$ cat src/rtl/chip_seq_qualifier.sv
module chip_seq_qualifier #(
  parameter int MAXN  = 512,
  parameter int LEN_W = $clog2(MAXN) + 1,
  parameter int ACC_W = LEN_W + 1
) (
  input  logic                    clk,
  input  logic                    rst_n,
  input  logic                    chip,
  input  logic                    chip_valid,
  input  logic                    period_start,
  input  logic [LEN_W-1:0]        period_len,
  output logic [LEN_W-1:0]        toggle_cnt,
  output logic                    toggle_ok,
  output logic signed [ACC_W-1:0] peak_corr,
  output logic signed [ACC_W-1:0] side_corr,
  output logic                    impulse_ok,
  output logic [LEN_W-1:0]        bad_lag,
  output logic                    done
);
  localparam int AW     = $clog2(MAXN);
  localparam int PROD_W = LEN_W + 7;
  localparam logic signed [ACC_W-1:0] ONE    = ACC_W'(1);
  localparam logic signed [ACC_W-1:0] MINUS1 = -ACC_W'(1);

  typedef enum logic [1:0] {S_IDLE, S_CAP, S_COR} st_t;
  st_t st;

  logic                    chip_mem [MAXN];
  logic [LEN_W-1:0]        len_q, wr_idx, i_q, lag_q;
  logic                    prev_q;
  logic signed [ACC_W-1:0] acc_q;

  wire start_cap = (st == S_IDLE) && chip_valid && period_start;
  wire take_chip = (st == S_CAP) && chip_valid;
  wire [LEN_W-1:0] wr_ptr = start_cap ? '0 : wr_idx;

  wire [LEN_W:0]   sum_idx = {1'b0, i_q} + {1'b0, lag_q};
  wire [LEN_W-1:0] rd_idx  = (sum_idx >= {1'b0, len_q}) ? LEN_W'(sum_idx - {1'b0, len_q})
                                                         : sum_idx[LEN_W-1:0];
  wire same = chip_mem[i_q[AW-1:0]] == chip_mem[rd_idx[AW-1:0]];
  wire signed [ACC_W-1:0] acc_nxt = acc_q + (same ? ONE : MINUS1);
  wire last_term = (i_q == len_q - 1'b1);

  assign toggle_ok = (PROD_W'(toggle_cnt) * PROD_W'(100)) <= (PROD_W'(len_q) * PROD_W'(45));

  always_ff @(posedge clk)
    if (start_cap || take_chip) chip_mem[wr_ptr[AW-1:0]] <= chip;

  always_ff @(posedge clk) begin
    if (!rst_n) begin
      st         <= S_IDLE;
      len_q      <= '0;
      wr_idx     <= '0;
      i_q        <= '0;
      lag_q      <= '0;
      prev_q     <= 1'b0;
      acc_q      <= '0;
      toggle_cnt <= '0;
      peak_corr  <= '0;
      side_corr  <= '0;
      impulse_ok <= 1'b0;
      bad_lag    <= '0;
      done       <= 1'b0;
    end else begin
      done <= 1'b0;
      case (st)
        S_IDLE: if (start_cap) begin
          prev_q     <= chip;
          len_q      <= period_len;
          wr_idx     <= LEN_W'(1);
          toggle_cnt <= '0;
          peak_corr  <= '0;
          side_corr  <= '0;
          impulse_ok <= 1'b1;
          bad_lag    <= '0;
          st         <= S_CAP;
        end
        S_CAP: if (take_chip) begin
          prev_q <= chip;
          if (chip != prev_q) toggle_cnt <= toggle_cnt + 1'b1;
          wr_idx <= wr_idx + 1'b1;
          if (wr_idx == len_q - 1'b1) begin
            st    <= S_COR;
            i_q   <= '0;
            lag_q <= '0;
            acc_q <= '0;
          end
        end
        S_COR: if (last_term) begin
          acc_q <= '0;
          i_q   <= '0;
          if (lag_q == '0) peak_corr <= acc_nxt;
          else if (impulse_ok) begin
            side_corr <= acc_nxt;
            if (acc_nxt != MINUS1) begin
              impulse_ok <= 1'b0;
              bad_lag    <= lag_q;
            end
          end
          if (lag_q == len_q - 1'b1) begin
            done <= 1'b1;
            st   <= S_IDLE;
          end else lag_q <= lag_q + 1'b1;
        end else begin
          acc_q <= acc_nxt;
          i_q   <= i_q + 1'b1;
        end
        default: st <= S_IDLE;
      endcase
    end
  end

  AST_DONE_PULSE: assert property (@(posedge clk) disable iff (!rst_n) done |=> !done);
  AST_PEAK_IS_LEN: assert property (@(posedge clk) disable iff (!rst_n) done |-> peak_corr == $signed({1'b0, len_q}));
  AST_TOGGLE_BOUND: assert property (@(posedge clk) disable iff (!rst_n) done |-> toggle_cnt < len_q);
  AST_ACC_RANGE: assert property (@(posedge clk) disable iff (!rst_n)
    (st == S_COR) |-> (acc_q <= $signed({1'b0, i_q})) && (acc_q >= -$signed({1'b0, i_q})));
  AST_SIDE_GOOD: assert property (@(posedge clk) disable iff (!rst_n) (done && impulse_ok) |-> (side_corr == MINUS1 && bad_lag == '0));
  AST_BADLAG_RANGE: assert property (@(posedge clk) disable iff (!rst_n)
    (done && !impulse_ok) |-> (bad_lag != '0 && bad_lag < len_q));
  AST_LEN_HELD: assert property (@(posedge clk) disable iff (!rst_n) (st != S_IDLE) |=> $stable(len_q));
endmodule

$ cat config.mk
export PLATFORM = sky130hd
export DESIGN_NAME = chip_seq_qualifier
export DESIGN_NICKNAME = d
export VERILOG_FILES = /design/src/rtl/chip_seq_qualifier.sv
export SDC_FILE = /design/constraint.sdc
export NUM_CORES = 2
export LEC_CHECK = 0
export BUFFER_PORTS_ARGS = -buffer_cell sky130_fd_sc_hd__buf_4
export CAP_MARGIN = 20
export CORE_MARGIN = 1.5
export CORE_UTILIZATION = 55
export DETAILED_ROUTE_END_ITERATION = 12
export GPL_TIMING_DRIVEN = 0
export MAX_ROUTING_LAYER = met4
export PLACE_DENSITY = 0.71
export RECOVER_POWER = 100
export SLEW_MARGIN = 25
export SYNTH_ARGS = -nofsm -noshare
export SYNTH_HDL_FRONTEND = slang
export SYNTH_SLANG_ARGS = --single-unit
export TNS_END_PERCENT = 50
$ cat constraint.sdc
create_clock -name clk -period 13.8 [get_ports clk]
set_input_delay 2.76 -clock clk [delete_from_list [all_inputs] [get_ports clk]]
set_output_delay 2.76 -clock clk [all_outputs]
set_load 0.01 [all_outputs]
==> qor.csv <==
metric,value,unit
synth-edff-count,512,
final_cell_mix,"nor2_1 (597), edfxtp_1 (512), nand2_1 (318)",
nFillCells,5391,
seq_area_frac_synth,47.9,%
fmax,75.8,MHz
antenna_found_initial,13,
cp-start-kind,register,
start_util,55.6,%
clockBufferDepth,3,
grt_busiest_layer,met2,
wl_per_cell,37.2,µm
htreeDepth,3,
syn_area,36600,µm²
ios,60,
ys_types,94,
gp_congestion,1.08,
power_per_cell_area,122,nW/µm²
core,65700,µm²
grt_pass1_vias,29700,
critPathMaxStageDelay,0.94,ns
arrival,13.70,ns
io_buffers,59,
ys_async_sr_fraction,0,%
maxCapViolations,5,
setup_violations,0,
clkLatencyLatePin,0.65,ns
utilization,61.8,%
place_hpwl,115,mm
wl,161,mm
grt_pass1_wl,221,mm
final_common_cell,nor2_1,
placementRows,94,
ys.flop_type,edfxtp_1,
syn_nets,3397,
cts_tree,done,
use_met1,56.1,%
fin_nets,3556,
syn_inst,3246,
ys_warn_count,0,
post-route-min-period,13.20,ns
syn-mean-instance-area,11.3,µm²
ant_nets,0,
dr.pass1.iters,6,
die_x,261,µm
postCtsResizedCells,0,
area_growth,11.2,%
numPlacedInstances,4197,
crit_path_frequent_cell,a21oi_1,
dieArea,68000,µm²
drv_slew,523,
grt-ovfl-total,0,
use_met3,19.5,%
fin_skew,0.0385,ns
cts_sinks,619,
cp.required,14.30,ns
min_path_type,register to register,
drt-vias-per-instance,7.29,
vias,31600,
worstSetupPathType,register to register,
max_slew_margin,-226,%
grt_max_degree,141,
synth_seq_cells,619,
cp_max_fo,14,
p_leak,0.0136,µW
violations,"max-capacitance violations, max-slew violations",
clk_pin_slew,0.05,ns
outcome,finished with violations,
cts_buffers,70,
drt-initial-drc-count,6084,
grt_usage,48.9,%
drc,0,
ir_worst_vdd,0.115,mV
die_h,261,µm
rsz0062_at_grt,no,
layout-drive-gt1-share,14.8,%
grtUsageMet2,68.5,%
cts_setup_buffers,0,
finalNonFillerCells,4330,
cp-end-kind,register,
hold_viol,0,
cp_slowest_cell,xor2_1,
tightest_slew,4.89,ns
cts-root-buf,clkbuf_16,
fin_tns_setup,0,ns
finalCritPeriodShare,95.6,%
postCtsHoldBufs,0,
worst paths after layout:
kind,start,endpoint,slack [ns],cells past startpoint
max reg2reg,lag_q[0]$_SDFFE_PN0P_,bad_lag[6]$_SDFFE_PN0P_,0.60,37
min,bad_lag[9]$_SDFFE_PN0P_,bad_lag[9]$_SDFFE_PN0P_,0.46,2
min reg2reg,bad_lag[9]$_SDFFE_PN0P_,bad_lag[9]$_SDFFE_PN0P_,0.46,2
max,lag_q[0]$_SDFFE_PN0P_,bad_lag[6]$_SDFFE_PN0P_,0.60,37
per-layer routing:
layer / wire (µm) / up-vias / share of wire [%]
met2: 68000 / 2963 / 42
met4: 15200 / 0 / 9.4
met5: 0 / - / 0
li1: - / 12300 / -
met3: 25600 / 838 / 16
met1: 52400 / 15400 / 32
power by group:
part	total, µW	switching, µW	leakage [µW]	internal, µW
logic	1030	747	0.00709	280
registers	2030	4.39	0.00546	2030
clock network	1890	818	0.00108	1070
total	4950	1570	0.0136	3380
critical path: cells and delay by family (launching register included):
kind	cells	cell delay, ns
buf+inv	8	3.21
mux	1	0.13
flops	1	0.52
simple gates	5	1.60
xor+xnor	5	2.25
fa+ha+maj	4	1.60
compound gates	14	3.73
per-stage QoR:
| stage | area, µm² | power, µW | setup WS [ns] | hold WS [ns] |
|---|---|---|---|---|
| floorplan | 36600 | 2600 | 5.62 | 0.465 |
| global placement | 38100 | 3000 | 1.37 | 0.443 |
| detailed placement | 38700 | 3020 | 1.60 | 0.452 |
| CTS | 41000 | 4860 | 1.47 | 0.460 |
| global route | 40600 | 4990 | 0.630 | 0.468 |
| finish | 40600 | 4950 | 0.601 | 0.456 |
area by class of cell:
| cell class | instances | area [µm²] | area share, % |
|---|---|---|---|
| inverter | 112 | 420 | 1.03 |
| antenna | 11 | 27.5 | 0.0677 |
| sequential | 619 | 17500 | 43.1 |
| tap | 864 | 1080 | 2.66 |
| buffer | 253 | 1130 | 2.78 |
| clock buffer | 89 | 1910 | 4.69 |
| timing repair buffer | 87 | 616 | 1.51 |
| multi-input combinational | 2262 | 17600 | 43.4 |
| clock inverter | 33 | 320 | 0.788 |
Yosys cell counts (29+ instances only):
library cell	number	area share (%)
nor2b_1	31	0.53
and3_1	66	1.1
buf_1	29	0.30
nand3_1	99	1.4
o21ai_0	71	0.97
mux4_2	228	14
dfxtp_1	107	5.9
xnor2_1	65	1.6
nand4_1	47	0.80
nand2_1	318	3.3
mux2i_1	57	1.6
a211oi_1	50	1.0
ha_1	114	3.9
edfxtp_1	512	42
clkbuf_1	173	1.8
xor2_1	47	1.1
inv_1	110	1.1
a21oi_1	70	0.96
buf_2	40	0.55
nor2_1	597	6.1
state kept, by name, indices dropped and copies added, names as in the netlist, named ones only:
register and flops:
acc_q 11, bad_lag 10, chip_mem 512, done 1, i_q 10, impulse_ok 1
lag_q 10, len_q 10, peak_corr 11, prev_q 1, side_corr 11, st 2
toggle_cnt 10, wr_idx 10
cells by family after synthesis:
group | count (synthesis) | synth area share, %
AOI/OAI and AO/OA | 434 | 8.48
xor gates and xnor gates | 113 | 2.73
adders and majority gates | 136 | 5.11
buffers and inverters | 365 | 4.08
DFF | 619 | 47.9
muxes | 304 | 16.2
and+or+nand+nor | 1275 | 15.5
Note: power is estimated with default switching activity, not from simulation.
